### src/rtl/fft_seq_pkg.sv
package fft_seq_pkg;

    localparam int LEN_W     = 5;
    localparam int PASS_W    = 3;
    localparam int START_DLY = 7;
    localparam int DLY_W     = 3;

    typedef enum logic [2:0] {
        ST_IDLE,
        ST_LAUNCH,
        ST_READ,
        ST_DRAIN,
        ST_TAIL
    } seq_state_e;

endpackage

### src/rtl/fft_len_decode.sv
module fft_len_decode
    import fft_seq_pkg::*;
#(
    parameter int ADDR_W = 12
) (
    input  logic [LEN_W-1:0]  len_code,
    output logic [ADDR_W-1:0] last_addr,
    output logic [PASS_W-1:0] pass_cnt
);

    localparam int             MAX_CODE = ADDR_W - 6;
    localparam logic [LEN_W-1:0] MAX_C  = LEN_W'(MAX_CODE);
    localparam logic [LEN_W-1:0] MIN_C  = LEN_W'(2);

    logic [LEN_W-1:0] eff;
    logic [LEN_W:0]   log2n;

    always_comb begin
        if (len_code < MIN_C) begin
            eff = MIN_C;
        end else if (len_code > MAX_C) begin
            eff = MAX_C;
        end else begin
            eff = len_code;
        end
        log2n = {1'b0, eff} + (LEN_W+1)'(6);
        for (int i = 0; i < ADDR_W; i++) begin
            last_addr[i] = ((LEN_W+1)'(i) < log2n);
        end
        if (eff <= LEN_W'(4)) begin
            pass_cnt = PASS_W'(2);
        end else if (eff <= LEN_W'(9)) begin
            pass_cnt = PASS_W'(3);
        end else begin
            pass_cnt = PASS_W'(4);
        end
    end

endmodule

### src/rtl/fft_delay_line.sv
module fft_delay_line #(
    parameter int W   = 14,
    parameter int LAT = 12
) (
    input  logic         clk,
    input  logic         rst_n,
    input  logic         clr,
    input  logic         in_valid,
    input  logic [W-1:0] in_data,
    output logic         out_valid,
    output logic [W-1:0] out_data
);

    logic         v_q [LAT];
    logic [W-1:0] d_q [LAT];

    always_ff @(posedge clk or negedge rst_n) begin
        if (!rst_n) begin
            for (int i = 0; i < LAT; i++) v_q[i] <= 1'b0;
        end else if (clr) begin
            for (int i = 0; i < LAT; i++) v_q[i] <= 1'b0;
        end else begin
            v_q[0] <= in_valid;
            for (int i = 1; i < LAT; i++) v_q[i] <= v_q[i-1];
        end
    end

    always_ff @(posedge clk) begin
        d_q[0] <= in_data;
        for (int i = 1; i < LAT; i++) d_q[i] <= d_q[i-1];
    end

    assign out_valid = v_q[LAT-1];
    assign out_data  = d_q[LAT-1];

endmodule

### src/rtl/fft_bank_track.sv
module fft_bank_track (
    input  logic clk,
    input  logic rst_n,
    input  logic init,
    input  logic rd_flip,
    input  logic wr_flip,
    output logic rd_bank,
    output logic wr_bank
);

    always_ff @(posedge clk or negedge rst_n) begin
        if (!rst_n) begin
            rd_bank <= 1'b0;
            wr_bank <= 1'b1;
        end else if (init) begin
            rd_bank <= 1'b0;
            wr_bank <= 1'b1;
        end else begin
            if (rd_flip) rd_bank <= ~rd_bank;
            if (wr_flip) wr_bank <= ~wr_bank;
        end
    end

endmodule

### src/rtl/fft_bank_seq.sv
module fft_bank_seq
    import fft_seq_pkg::*;
#(
    parameter int ADDR_W = 12,
    parameter int LAT    = 12
) (
    input  logic              clk,
    input  logic              rst_n,
    input  logic              start,
    input  logic              stop,
    input  logic [LEN_W-1:0]  len_code,
    input  logic              dir_fwd,
    input  logic              drain_mode,
    output logic              rd_valid,
    output logic [ADDR_W-1:0] rd_addr,
    output logic              rd_bank,
    output logic              dir_latched,
    output logic              wr_valid,
    output logic [ADDR_W-1:0] wr_addr,
    output logic              wr_bank,
    output logic              res_valid,
    output logic              done
);

    localparam int TAG_W = ADDR_W + 2;
    localparam logic [DLY_W-1:0] LAUNCH_END = DLY_W'(START_DLY - 2);

    seq_state_e        state_q, state_d;
    logic [DLY_W-1:0]  cnt_q, cnt_d;
    logic [ADDR_W-1:0] addr_q, addr_d;
    logic [PASS_W-1:0] pass_q, pass_d;
    logic [LEN_W-1:0]  len_q;
    logic              drain_q;
    logic              done_q;

    logic [ADDR_W-1:0] last_addr;
    logic [PASS_W-1:0] pass_cnt;
    logic              is_final, at_last;

    logic              out_v;
    logic [TAG_W-1:0]  out_tag;
    logic              out_final, out_last;
    logic              pass_wr_end, xfer_end;
    logic              bank_init, rd_flip;

    fft_len_decode #(.ADDR_W(ADDR_W)) u_decode (
        .len_code  (len_q),
        .last_addr (last_addr),
        .pass_cnt  (pass_cnt)
    );

    assign is_final = (pass_q == pass_cnt - PASS_W'(1));
    assign at_last  = (addr_q == last_addr);

    fft_delay_line #(.W(TAG_W), .LAT(LAT)) u_pipe (
        .clk       (clk),
        .rst_n     (rst_n),
        .clr       (start | stop),
        .in_valid  (rd_valid),
        .in_data   ({is_final, at_last, addr_q}),
        .out_valid (out_v),
        .out_data  (out_tag)
    );

    assign out_final   = out_tag[TAG_W-1];
    assign out_last    = out_tag[TAG_W-2];
    assign pass_wr_end = out_v & out_last & ~out_final;
    assign xfer_end    = out_v & out_last & out_final;

    assign rd_flip   = rd_valid & at_last & ~is_final;
    assign bank_init = start | stop | ((state_q == ST_TAIL) & xfer_end);

    fft_bank_track u_banks (
        .clk     (clk),
        .rst_n   (rst_n),
        .init    (bank_init),
        .rd_flip (rd_flip),
        .wr_flip (pass_wr_end),
        .rd_bank (rd_bank),
        .wr_bank (wr_bank)
    );

    // next-state logic
    always_comb begin
        state_d = state_q;
        cnt_d   = cnt_q;
        addr_d  = addr_q;
        pass_d  = pass_q;
        if (start) begin
            state_d = ST_LAUNCH;
            cnt_d   = '0;
            addr_d  = '0;
            pass_d  = '0;
        end else if (stop) begin
            state_d = ST_IDLE;
        end else begin
            unique case (state_q)
                ST_IDLE: begin
                    state_d = ST_IDLE;
                end
                ST_LAUNCH: begin
                    if (cnt_q == LAUNCH_END) begin
                        state_d = ST_READ;
                    end else begin
                        cnt_d = cnt_q + DLY_W'(1);
                    end
                end
                ST_READ: begin
                    if (at_last) begin
                        addr_d = '0;
                        if (is_final) begin
                            state_d = ST_TAIL;
                        end else begin
                            pass_d  = pass_q + PASS_W'(1);
                            state_d = drain_q ? ST_DRAIN : ST_READ;
                        end
                    end else begin
                        addr_d = addr_q + ADDR_W'(1);
                    end
                end
                ST_DRAIN: begin
                    if (pass_wr_end) state_d = ST_READ;
                end
                ST_TAIL: begin
                    if (xfer_end) begin
                        state_d = ST_LAUNCH;
                        cnt_d   = '0;
                        pass_d  = '0;
                    end
                end
                default: state_d = ST_IDLE;
            endcase
        end
    end

    // state register
    always_ff @(posedge clk or negedge rst_n) begin
        if (!rst_n) begin
            state_q     <= ST_IDLE;
            cnt_q       <= '0;
            addr_q      <= '0;
            pass_q      <= '0;
            len_q       <= '0;
            drain_q     <= 1'b0;
            dir_latched <= 1'b1;
            done_q      <= 1'b0;
        end else begin
            state_q <= state_d;
            cnt_q   <= cnt_d;
            addr_q  <= addr_d;
            pass_q  <= pass_d;
            done_q  <= ~start & ~stop & (state_q == ST_TAIL) & xfer_end;
            if (start) begin
                len_q       <= len_code;
                drain_q     <= drain_mode;
                dir_latched <= dir_fwd;
            end
        end
    end

    // outputs
    always_comb begin
        rd_valid  = (state_q == ST_READ);
        rd_addr   = addr_q;
        wr_valid  = out_v;
        wr_addr   = out_tag[ADDR_W-1:0];
        res_valid = out_v & out_final;
        done      = done_q;
    end

    AST_START_QUIET: assert property (@(posedge clk) disable iff (!rst_n)
        start |=> (!rd_valid && !wr_valid));

    AST_ADDR_STEP: assert property (@(posedge clk) disable iff (!rst_n)
        (rd_valid && $past(rd_valid) && $past(rd_addr) != last_addr)
        |-> (rd_addr == $past(rd_addr) + ADDR_W'(1)));

    AST_RD_BANK_FLIP: assert property (@(posedge clk) disable iff (!rst_n)
        (rd_valid && $past(rd_valid) && $past(rd_addr) == last_addr)
        |-> (rd_bank != $past(rd_bank)));

    AST_DRAIN_SEPARATE: assert property (@(posedge clk) disable iff (!rst_n)
        (drain_q && rd_valid && wr_valid) |-> (rd_bank != wr_bank));

    AST_DONE_AFTER_RES: assert property (@(posedge clk) disable iff (!rst_n)
        done |-> ($past(res_valid) && !res_valid));

    AST_STOP_QUIET: assert property (@(posedge clk) disable iff (!rst_n)
        (stop && !start) |=> (!rd_valid && !wr_valid && !done));

endmodule

### config.mk
export PLATFORM = sky130hd
export DESIGN_NAME = fft_bank_seq
export DESIGN_NICKNAME = d
export VERILOG_FILES = /design/src/rtl/fft_seq_pkg.sv /design/src/rtl/fft_len_decode.sv /design/src/rtl/fft_delay_line.sv /design/src/rtl/fft_bank_track.sv /design/src/rtl/fft_bank_seq.sv
export SDC_FILE = /design/constraint.sdc
export NUM_CORES = 1
export LEC_CHECK = 0
export CAP_MARGIN = 30
export CORE_ASPECT_RATIO = 0.75
export CORE_UTILIZATION = 30
export CTS_CLUSTER_SIZE = 10
export DETAILED_ROUTE_END_ITERATION = 10
export HOLD_SLACK_MARGIN = 0.12
export PLACE_DENSITY_LB_ADDON = 0.3
export SKIP_CTS_REPAIR_TIMING = 1
export SLEW_MARGIN = 20
export SYNTH_ARGS = -nofsm -noshare
export SYNTH_HDL_FRONTEND = slang
export SYNTH_SLANG_ARGS = --single-unit
### constraint.sdc
create_clock -name clk -period 5.9 [get_ports clk]
set_clock_uncertainty 0.1 [all_clocks]
set_input_delay 1.18 -clock clk [delete_from_list [all_inputs] [get_ports clk]]
set_output_delay 1.18 -clock clk [all_outputs]
set_load 0.01 [all_outputs]
==> impl_results.md <==
* Arrival @ worst endpoint at ~4400 ps
* Drt first pass iters at 4
* Gpl congestion at 0.831
* Sw Ratio at between 20% and 30%
* Vias in the first global route at around 3.0k
* Root buffer cell: clkbuf_16
* Die ar. at about 20000 um2
* Peak supply drop at approximately 0.22 mV
* Pin count of the biggest net entering global routing at 28
* Clock power share at a little under half
* Max Cap Violations at 0
* Pint at 2270 uW
* Fin nets at slightly above 500
* Synth Cell Area at 5950 um2
* Simple-gate portion of the synthesized area at 11.4%
* Compound-cell area share of the yosys netlist at approximately 7.3%
* Multiplexer share of the synthesized area at under 10%
* Worst-path clk slew at around 50 ps
* PD cells at a little under 400 nW/um2
* Detailed placement HPWL at slightly below 6000 um
* TritonCTS clock tree: yes
* Final setup fails at 0
* Max FO, Critical Path at 16
* Vias at 3277
* Final period utilization at 70.3%
* Sequential area share after synthesis at 74.6%
* Min-delay worst type: reg -> reg
* Placed cell area at 6560 um2
* Routed WL per cell at approximately 12 um
* Final hold vios at 0
* CP required at about 6200 ps
* Pins over their slew limit at 0
* Setup CP Type: reg -> reg
* Fin area at 7260 um2
* Gate power share at 2.6%
* Fmax at between 0.2 and 0.25 GHz
* Flop pwr share at between 50% and 60%
* H-tree lvl count at 1
* Fin crit period at a little over 4000 ps
* Layout Utilization at about 37%
* Latest clock arrival within the worst-skew pair at a little over 500 ps
* I/O pin cnt at 42
* WL final at 9130 um
* Rel. slew slack at around half
* Post-synthesis sequential element count at between 200 and 250
* Asr flop ratio synth at about 20%
* Post-Synth XOR/XNOR Area at 0.441%
* Die extent in y at roughly 120 um
* Largest family of logic cells by synthesized area: simple AND/OR/NAND/NOR gates
* Clock sinks at between 200 and 250
* Synth Instances at 450
* Status: finished, final reports clean
* Post-synthesis adder-cell area fraction at between 1 and 1.5%
* Critical path capture point type: flip-flop
* Layout cell share with drive strength beyond 1 at approximately 10%
* Yosys cell types at 60
* First-pass GRT wire length at 15100 um
* Crit path launch type: flip-flop
* Initial cell density of the core at 30.7%
* DRC Markers at 0
* Initial antenna violation count at 0
* Die W at 165 um
* Syn Nets at approximately 470
* Yosys warnings at 0
* Total Routing Usage GR at a little under a tenth
* Top FF cell, synth: dfxtp_1
* I/O Buffers at just over 40
* Rows at 44
* DRT antenna net count at 0
* Switching Power at 572 uW
* Max Buffers Root-to-Sink at 3
* DR vias/cell at ~4.3
* Slew of the pin with the lowest slew margin at 768 ps
* Post-synthesis area per instance at around 13 um2
* Core Area at roughly 19000 um2
* Unrepaired setup endpoints after global routing: false
* Initial DRC Count at around 220
* Leak Pwr at between 0.002 and 0.003 uW
* Setup TNS at 0 ps
* GRT overflow at 0
* Number of flops mapped to enable cells by yosys at 0
* Area grow syn2layout at 21.9%
* CTS Buf Count at 25
* # diodes at 0
## layout by cell type, fill, tap and decap left out, types with 8 or more instances in the layout
master / count
dfxtp_1: 168
dfrtp_1: 41
clkdlybuf4s50_1: 40
clkbuf_16: 26
nor2_1: 20
a21oi_1: 20
nand2_1: 17
and2_1: 12
o21ai_0: 12
nand3_1: 12
inv_1: 11
or3_1: 10
a31oi_1: 9
mux2_2: 8
and3_1: 8
## Yosys cell counts, types with 2 or more instances
cell type,count,area [um2]
nor2_1,20,75.1
mux2_2,8,90.1
a211oi_1,5,37.5
nand2b_1,5,31.3
and3_1,8,50.1
ha_1,7,87.6
o31a_1,2,17.5
nand3_1,12,60.1
nor4_1,4,25.0
a21oi_1,20,100
a31oi_1,9,56.3
nand2_1,17,63.8
or3b_2,2,17.5
a22oi_1,2,15.0
or3_1,10,62.6
o21ai_1,2,10.0
dfrtp_1,41,1030
inv_1,11,41.3
o21ai_0,12,60.1
nor3_1,7,35.0
and2_1,12,75.1
a211o_1,2,17.5
xor2_1,2,17.5
nand4b_1,2,17.5
buf_2,3,15.0
dfstp_2,2,52.6
or2_2,2,12.5
clkbuf_1,6,22.5
o31ai_1,3,22.5
buf_4,13,97.6
dfxtp_1,168,3360
nand3b_1,2,15.0
a41oi_1,2,17.5
## final timing paths
kind	startpoint	end	slack [ps]	cells after the start
hold reg to reg	u_pipe.d_q[0][46]	u_pipe.d_q[1][4]	220	0
setup / recovery	len_q[1]	rd_addr[1]	1750	11
hold / removal	u_pipe.d_q[0][46]	u_pipe.d_q[1][4]	220	0
setup reg to reg	len_q[1]	rd_addr[1]	1750	11
min in group asynchronous	rst_n	len_q[4]	510	1
max in group asynchronous	rst_n	u_pipe.out_valid	4700	2
## through the flow
stage          hold slack, ps  std cells  power (uW)  setup slack [ps]
2_1_floorplan             210        450        1530              2570
3_3_place_gp              210        721        1550              1790
3_5_place_dp              212        722        1560              1580
4_1_cts                   222        756        2890              1770
5_1_grt                   227        756        2970              1440
6_report                  220        756        2840              1750
## per-layer routing
metal | wire, um | global-route usage (%) | up-vias
met2 | 3930 | 13.7 | 89
met5 | 0 | 0 | -
met1 | 4340 | 12.7 | 1538
met3 | 587 | 2.83 | 27
met4 | 271 | 4.47 | 0
li1 | - | - | 1623
## final cells by class
class	count	area [um2]
inverters	12	45.0
multi-input cells	204	1330
clock inverters	2	26.3
repair buffers	42	425
well taps	253	317
clock buffers	32	673
flip-flops and latches	211	4440
fillers	1827	12100
## sequential cells by signal (all words and copies together), names as in the netlist
signal            count
done                  1
cnt_q                 3
len_q                 5
u_pipe.d_q          168
dir_latched           1
u_banks.rd_bank       1
u_pipe.out_valid      1
pass_q                3
u_pipe.v_q           11
rd_addr              12
state_q               3
drain_q               1
u_banks.wr_bank       1
## worst max-delay path: stages (launching register included)
cell and delay (ps):
dfrtp_1 420, nand2b_4 180, or3_1 360, inv_2 130
ha_1 400, or4bb_1 540, o221ai_1 220, nand2b_1 80
or4_4 430, nor4_4 570, nor2_2 290, a22o_1 310
## cells by family (layout without fill, tap and decap cells)
kind of cell    Yosys count  after routing
compound gates           68             68
xor+xnor                  3              3
fa+ha+maj                 7              7
buf+inv                  35             88
flops                   211            211
mux                       9              9
simple gates            117            117
## power by group through the flow
stage / sequential, uW / clock, uW / combinational [uW]
after CTS: 1450 / 1360 / 73.9
after detailed placement: 1480 / 0 / 73.4
after floorplan: 1480 / 0 / 47.9
after global routing: 1460 / 1430 / 81.5
final: 1460 / 1310 / 72.9
after global placement: 1480 / 0 / 70.2
(Power assumes the default switching activity.)
